## src/rtl/spim_pkg.sv

```systemverilog
package spim_pkg;
  localparam int REG_W = 8;

  typedef enum logic [2:0] {
    A_DATA = 3'd0,
    A_STAT = 3'd1,
    A_CTLB = 3'd2,
    A_CTLC = 3'd3,
    A_DIV  = 3'd4
  } spim_addr_e;

  localparam logic [1:0] MODE_SPIM = 2'b11;

  localparam int ST_RXC = 7;
  localparam int ST_TXC = 6;
  localparam int ST_DRE = 5;

  localparam logic [REG_W-1:0] CTLC_RST = 8'h06;
endpackage

```

## src/rtl/spim_baud.sv

```systemverilog
module spim_baud #(
  parameter int DIV_W = 8
) (
  input  logic             clk,
  input  logic             rst,
  input  logic             run,
  input  logic [DIV_W-1:0] div,
  output logic             tick
);
  logic [DIV_W-1:0] cnt;

  assign tick = run && (cnt == div);

  always_ff @(posedge clk) begin
    if (rst) begin
      cnt <= '0;
    end else if (!run || tick) begin
      cnt <= '0;
    end else begin
      cnt <= cnt + 1'b1;
    end
  end
endmodule

```

## src/rtl/spim_engine.sv

```systemverilog
module spim_engine #(
  parameter int DATA_W = 8
) (
  input  logic              clk,
  input  logic              rst,
  input  logic              start,
  input  logic              tick,
  input  logic              miso,
  input  logic              cpol,
  input  logic              cpha,
  input  logic              lsb,
  input  logic [DATA_W-1:0] tx_byte,
  output logic              busy,
  output logic              sck,
  output logic              mosi,
  output logic              done,
  output logic [DATA_W-1:0] rx_byte
);
  localparam int CNT_W = $clog2(2 * DATA_W);
  localparam logic [CNT_W-1:0] LAST = CNT_W'(2 * DATA_W - 1);

  logic [DATA_W-1:0] tx_sh, rx_sh, tx_nxt, rx_nxt;
  logic [CNT_W-1:0]  h;
  logic              pha_q, lsb_q;
  logic              lead, smp, shift_en;

  // even half-period index = leading edge, odd = trailing edge
  assign lead     = ~h[0];
  assign smp      = lead ^ pha_q;
  assign shift_en = !smp && !(pha_q && (h == '0));

  always_comb begin
    if (lsb_q) tx_nxt = {1'b0, tx_sh[DATA_W-1:1]};
    else       tx_nxt = {tx_sh[DATA_W-2:0], 1'b0};
    if (!smp)       rx_nxt = rx_sh;
    else if (lsb_q) rx_nxt = {miso, rx_sh[DATA_W-1:1]};
    else            rx_nxt = {rx_sh[DATA_W-2:0], miso};
  end

  assign mosi = lsb_q ? tx_sh[0] : tx_sh[DATA_W-1];

  always_ff @(posedge clk) begin
    if (rst) begin
      busy    <= 1'b0;
      sck     <= 1'b0;
      done    <= 1'b0;
      h       <= '0;
      tx_sh   <= '0;
      rx_sh   <= '0;
      rx_byte <= '0;
      pha_q   <= 1'b0;
      lsb_q   <= 1'b0;
    end else begin
      done <= 1'b0;
      if (!busy) begin
        sck <= cpol;
        if (start) begin
          busy  <= 1'b1;
          tx_sh <= tx_byte;
          h     <= '0;
          pha_q <= cpha;
          lsb_q <= lsb;
        end
      end else if (tick) begin
        sck   <= ~sck;
        h     <= h + 1'b1;
        rx_sh <= rx_nxt;
        if (shift_en) tx_sh <= tx_nxt;
        if (h == LAST) begin
          busy    <= 1'b0;
          done    <= 1'b1;
          rx_byte <= rx_nxt;
        end
      end
    end
  end
endmodule

```

## src/rtl/spim_regs.sv

```systemverilog
module spim_regs
  import spim_pkg::*;
#(
  parameter int DIV_W = 8
) (
  input  logic             clk,
  input  logic             rst,
  input  logic             gie,
  input  logic             bus_we,
  input  logic             bus_re,
  input  logic [2:0]       bus_addr,
  input  logic [REG_W-1:0] bus_wdata,
  output logic [REG_W-1:0] bus_rdata,
  input  logic             busy,
  input  logic             done,
  input  logic [REG_W-1:0] rx_byte,
  output logic             start,
  output logic [REG_W-1:0] tx_byte,
  output logic [1:0]       mode,
  output logic             lsb,
  output logic             cpha,
  output logic             cpol,
  output logic [DIV_W-1:0] div,
  output logic             pin_oe,
  output logic             irq_tc,
  output logic             irq_de,
  output logic             buf_full,
  output logic             tx_done,
  output logic             rx_done,
  output logic             rx_en
);
  logic [REG_W-1:0] rx_buf;
  logic tc_ie, de_ie, tx_en, tx_act;
  logic wr_data, wr_stat, wr_ctlb, wr_ctlc, wr_div, rd_data;

  assign wr_data = bus_we && (bus_addr == A_DATA);
  assign wr_stat = bus_we && (bus_addr == A_STAT);
  assign wr_ctlb = bus_we && (bus_addr == A_CTLB);
  assign wr_ctlc = bus_we && (bus_addr == A_CTLC);
  assign wr_div  = bus_we && (bus_addr == A_DIV);
  assign rd_data = bus_re && (bus_addr == A_DATA);

  assign start  = (mode == MODE_SPIM) && tx_act && buf_full && !busy;
  assign pin_oe = tx_act;

  always_ff @(posedge clk) begin
    if (rst) begin
      tc_ie    <= 1'b0;
      de_ie    <= 1'b0;
      rx_en    <= 1'b0;
      tx_en    <= 1'b0;
      tx_act   <= 1'b0;
      mode     <= CTLC_RST[7:6];
      lsb      <= CTLC_RST[2];
      cpha     <= CTLC_RST[1];
      cpol     <= CTLC_RST[0];
      div      <= '0;
      tx_byte  <= '0;
      buf_full <= 1'b0;
      tx_done  <= 1'b0;
      rx_done  <= 1'b0;
      rx_buf   <= '0;
      irq_tc   <= 1'b0;
      irq_de   <= 1'b0;
      bus_rdata <= '0;
    end else begin
      if (wr_ctlb) {tc_ie, de_ie, rx_en, tx_en} <= bus_wdata[6:3];
      if (wr_ctlc) begin
        mode <= bus_wdata[7:6];
        {lsb, cpha, cpol} <= bus_wdata[2:0];
      end
      if (wr_div) div <= bus_wdata[DIV_W-1:0];

      // disable waits until nothing is left to send
      tx_act <= tx_en || (tx_act && (busy || buf_full));

      if (start) begin
        buf_full <= 1'b0;
      end else if (wr_data && !buf_full) begin
        tx_byte  <= bus_wdata;
        buf_full <= 1'b1;
      end

      if (done && !buf_full) tx_done <= 1'b1;
      else if (wr_stat && bus_wdata[ST_TXC]) tx_done <= 1'b0;

      if (!rx_en) begin
        rx_buf  <= '0;
        rx_done <= 1'b0;
      end else if (done) begin
        rx_buf  <= rx_byte;
        rx_done <= 1'b1;
      end else if (rd_data) begin
        rx_done <= 1'b0;
      end

      irq_tc <= tc_ie && gie && tx_done;
      irq_de <= de_ie && gie && !buf_full;

      if (bus_re) begin
        case (bus_addr)
          A_DATA:  bus_rdata <= rx_buf;
          A_STAT:  bus_rdata <= {rx_done, tx_done, !buf_full, 5'b0};
          A_CTLB:  bus_rdata <= {1'b0, tc_ie, de_ie, rx_en, tx_en, 3'b0};
          A_CTLC:  bus_rdata <= {mode, 3'b0, lsb, cpha, cpol};
          A_DIV:   bus_rdata <= REG_W'(div);
          default: bus_rdata <= '0;
        endcase
      end
    end
  end
endmodule

```

## src/rtl/spim_usart.sv

```systemverilog
module spim_usart
  import spim_pkg::*;
#(
  parameter int DIV_W = 8
) (
  input  logic             clk,
  input  logic             rst,
  input  logic             gie,
  input  logic             bus_we,
  input  logic             bus_re,
  input  logic [2:0]       bus_addr,
  input  logic [REG_W-1:0] bus_wdata,
  output logic [REG_W-1:0] bus_rdata,
  output logic             sck,
  output logic             mosi,
  input  logic             miso,
  output logic             pin_oe,
  output logic             irq_tc,
  output logic             irq_de
);
  localparam int DATA_W = REG_W;

  logic              eng_busy, eng_done, eng_start, baud_tick;
  logic [DATA_W-1:0] eng_rx, eng_tx;
  logic [1:0]        cfg_mode;
  logic              cfg_lsb, cfg_cpha, cfg_cpol;
  logic [DIV_W-1:0]  cfg_div;
  logic              buf_full, tx_done, rx_done, rx_en;

  spim_regs #(.DIV_W(DIV_W)) u_regs (
    .clk(clk), .rst(rst), .gie(gie),
    .bus_we(bus_we), .bus_re(bus_re), .bus_addr(bus_addr),
    .bus_wdata(bus_wdata), .bus_rdata(bus_rdata),
    .busy(eng_busy), .done(eng_done), .rx_byte(eng_rx),
    .start(eng_start), .tx_byte(eng_tx),
    .mode(cfg_mode), .lsb(cfg_lsb), .cpha(cfg_cpha), .cpol(cfg_cpol),
    .div(cfg_div), .pin_oe(pin_oe), .irq_tc(irq_tc), .irq_de(irq_de),
    .buf_full(buf_full), .tx_done(tx_done), .rx_done(rx_done), .rx_en(rx_en)
  );

  spim_baud #(.DIV_W(DIV_W)) u_baud (
    .clk(clk), .rst(rst), .run(eng_busy), .div(cfg_div), .tick(baud_tick)
  );

  spim_engine #(.DATA_W(DATA_W)) u_eng (
    .clk(clk), .rst(rst), .start(eng_start), .tick(baud_tick), .miso(miso),
    .cpol(cfg_cpol), .cpha(cfg_cpha), .lsb(cfg_lsb), .tx_byte(eng_tx),
    .busy(eng_busy), .sck(sck), .mosi(mosi), .done(eng_done), .rx_byte(eng_rx)
  );
endmodule

```

## config.mk

```make
export PLATFORM = sky130hd
export DESIGN_NAME = spim_usart
export DESIGN_NICKNAME = d
export VERILOG_FILES = /design/src/rtl/spim_pkg.sv /design/src/rtl/spim_baud.sv /design/src/rtl/spim_engine.sv /design/src/rtl/spim_regs.sv /design/src/rtl/spim_usart.sv
export SDC_FILE = /design/constraint.sdc
export NUM_CORES = 1
export LEC_CHECK = 0
export BUFFER_PORTS_ARGS = -buffer_cell sky130_fd_sc_hd__buf_2
export CAP_MARGIN = 20
export CORE_UTILIZATION = 50
export DETAILED_ROUTE_END_ITERATION = 6
export GPL_ROUTABILITY_DRIVEN = 0
export HOLD_SLACK_MARGIN = 0.06
export PLACE_DENSITY = 0.68
export SLEW_MARGIN = 10
export SYNTH_ARGS = -nofsm -noshare
export SYNTH_HDL_FRONTEND = slang
export SYNTH_HIERARCHICAL = 1
export SYNTH_SLANG_ARGS = --single-unit
```

## constraint.sdc

```tcl
create_clock -name clk -period 2.5 [get_ports clk]
set_input_delay 0.5 -clock clk [delete_from_list [all_inputs] [get_ports clk]]
set_output_delay 0.5 -clock clk [all_outputs]
set_load 0.005 [all_outputs]
```

==> summary.md <==
| Metric | Value |
|---|---|
| Antenna violations before repair | 0 |
| Clock transition at path regs | 0.09 ns |
| Most common cell in the synthesized netlist | dfxtp_1 |
| Post-synthesis to final-layout area growth | 10.0% |
| Fin util | 57.6% |
| Net count reported at finish | 476 |
| CTS max path bufs | 2 |
| 1st-iter DRT viols | 129 |
| Total negative setup slack | 0 ns |
| Gr usage total | 22.3% |
| Worst hold path type | input pin to register |
| Mapped cell area | 4090 µm² |
| Cell Area, Placed | 4290 µm² |
| Sequential area share after synthesis | between 40 and 50% |
| Setup Buffers After CTS | 0 |
| Fin area | 4500 µm² |
| F_max | 437 MHz |
| RSZ-0062 raised after global routing | no |
| Critical Path Source Type | register |
| Fillcell total | 697 |
| Port bufs | 29 |
| Final hold slack | about 0.40 ns |
| Post-synth top area share | around 43% |
| Hold-fix buffers, CTS | 0 |
| Number of synthesized flops with an enable pin | 0 |
| Max-Cap Viols | 0 |
| Pwr Total | 2.57 mW |
| Skew final | 0.0116 ns |
| Clock root cell | clkbuf_8 |
| DRC errors left | 0 |
| TritonCTS buffer count | 9 |
| Critical path endpoint category | register |
| Vias per std cell | 5.61 |
| Detail Route Antenna Nets | 0 |
| #FFs+latches synth | 88 |
| Post-CTS sizing | 0 |
| Yosys top cell by area | dfxtp_1 |
| P_leak | 1.67 nW |
| Row Count | 32 |
| Tightest Pin Transition | 0.763 ns |
| GR Overflow Total | 0 |
| Hold depth | 3 |
| H-Tree Depth | 3 |
| CP Max Fanout | 8 |
| Async set-reset flop share out of synthesis | 0% |
| Largest cells by area after synthesis | dfxtp_1, mux2i_1, nor2_1, a21oi_1, nand2_1 |
| Crit path DAT | 2.57 ns |
| Clk sink count | 88 |
| Commonest cells in the netlist | dfxtp_1, nor2_1, mux2i_1, nand2_1, a21oi_1 |
| Largest net degree at the start of global routing | 26 |
| # IOs | 30 |
| Slew HR | 49.1% |
| Core area | between 7000 and 8000 µm² |
| Final setup fails | 0 |
| Netlist cell types | 52 |
| Pre-Repair DR Iteration Count | 5 |
| Vias | 3,161 |
| Initial Util | 52.3% |
| Status | complete, no violations |
| Clk Latency, worst-skew pair | 0.36 ns |
| VDD IR max | 0.336 mV |
| First-pass GRT wire length | roughly 15 mm |
| CP Data Required Time | 2.78 ns |
| Die area | 8540 µm² |
| Number of global-route vias before repair | 2,891 |
| Die X | 92.4 µm |
| Share of cells above drive strength 1 | 17.8% |
| Final hold vios | 0 |
| Avg Inst Size Synth | 9.50 µm² |
| Min Tclk post-route | 2.29 ns |
| Reg2reg path depth | 8 |
| Power per cell area | ~570 nW/µm² |
| CTS tree | done |
| Top_reg_cell synth | dfxtp_1 |
| Post-DP HPWL | ~6.4 mm |
| Wire per inst | 16.1 µm |
| Syn Nets | 450 |
| Fin. max-slew vios | 0 |
| Final WL | 9.04 mm |
| Diode count | 0 |
| Die Height | slightly above 90 µm |
| Synth Instances | 430 |
| Synth Warn # | 6 |
| Kind of critical path | register to register |
| Final worst-path cycle share | a little over 90% |
cell type report:
class,instances,area [µm²],share of cell area (%)
multi-input combinational,306,2130,47.4
inverter,10,37.5,0.835
timing repair buffer,41,235,5.23
sequential,88,1760,39.2
clock buffer,10,138,3.06
tap,102,128,2.84
clock inverter,6,66.3,1.48
where the power goes:
part / total (mW) / switching, mW / internal [mW] / leakage [nW]
clock: 1.01 / 0.518 / 0.491 / 0.0949
sequential: 1.42 / 0.0108 / 1.41 / 0.710
combinational: 0.135 / 0.0841 / 0.0512 / 0.863
metrics by stage:
stage / std cells / worst slack, ns
global route: 563 / 0.0229
CTS: 563 / 0.216
floorplan: 430 / 0.214
finish: 563 / 0.213
detailed placement: 547 / 0.263
global placement: 547 / 0.327
critical path, stage by stage, from the launching register on:
cell and delay, ns:
dfxtp_1 0.46, xor2_1 0.29, nor4_4 0.07, and3_1 0.22, buf_4 0.16, and2_4 0.18, and4_1 0.24, nor2_1 0.40
o2bb2ai_1 0.18
metal layers:
metal / global-route usage [%] / up-vias / part of all wire (%)
li1: - / 1563 / -
met1: 29.5 / 1516 / 48
met2: 36.0 / 70 / 47
met3: 4.76 / 12 / 3.8
met4: 7.55 / 0 / 1.6
met5: 0 / - / 0
state kept, by name, indices dropped and copies added (netlist names), 2 cells and up:
name and cells:
u_regs/tx_byte 8, u_eng/rx_sh 8, u_baud/cnt 8, u_regs/rx_buf 8
u_regs/mode 2, u_regs/div 8, u_eng/rx_byte 8, u_regs/bus_rdata 8
u_eng/h 4, u_eng/tx_sh 8
cell usage in the layout (no fill, tap or decap), types with 9 or more instances in the layout:
cell / Yosys / layout
dfxtp_1: 88 / 88
nor2_1: 70 / 70
mux2i_1: 51 / 51
buf_2: 6 / 29
nand2_1: 27 / 27
a21oi_1: 23 / 23
buf_4: 4 / 12
nand2b_1: 12 / 12
clkbuf_8: 0 / 10
inv_1: 10 / 10
a211oi_1: 10 / 10
a211o_1: 10 / 10
xor2_1: 9 / 9
o21ai_0: 9 / 9
cell families (layout without fill, tap and decap cells):
logic type | Yosys count | after routing | synth area share, %
XOR/XNOR | 13 | 13 | 3.15
buffers and inverters | 36 | 67 | 4.78
multiplexers | 57 | 57 | 14.1
AND/OR/NAND/NOR | 146 | 146 | 17.6
AO/OA/AOI/OAI | 87 | 87 | 16.3
flip-flops | 88 | 88 | 43.1
adder cells (fa/ha/maj) | 3 | 3 | 0.919
worst paths after layout:
| check | startpoint | to | slack [ns] |
|---|---|---|---|
| setup reg to reg | u_baud/cnt[0]$_SDFF_PP0_ | u_eng/rx_byte[1]$_SDFFE_PP0P_ | 0.21 |
| hold reg to reg | u_regs/bus_rdata[0]$_SDFFE_PP0P_ | u_regs/bus_rdata[0]$_SDFFE_PP0P_ | 0.46 |
| hold / removal | bus_wdata[0] | u_regs/div[0]$_SDFFE_PP0P_ | 0.40 |
| setup / recovery | u_baud/cnt[0]$_SDFF_PP0_ | u_eng/rx_byte[1]$_SDFFE_PP0P_ | 0.21 |
No activity file was read; power rests on OpenSTA's default activity.
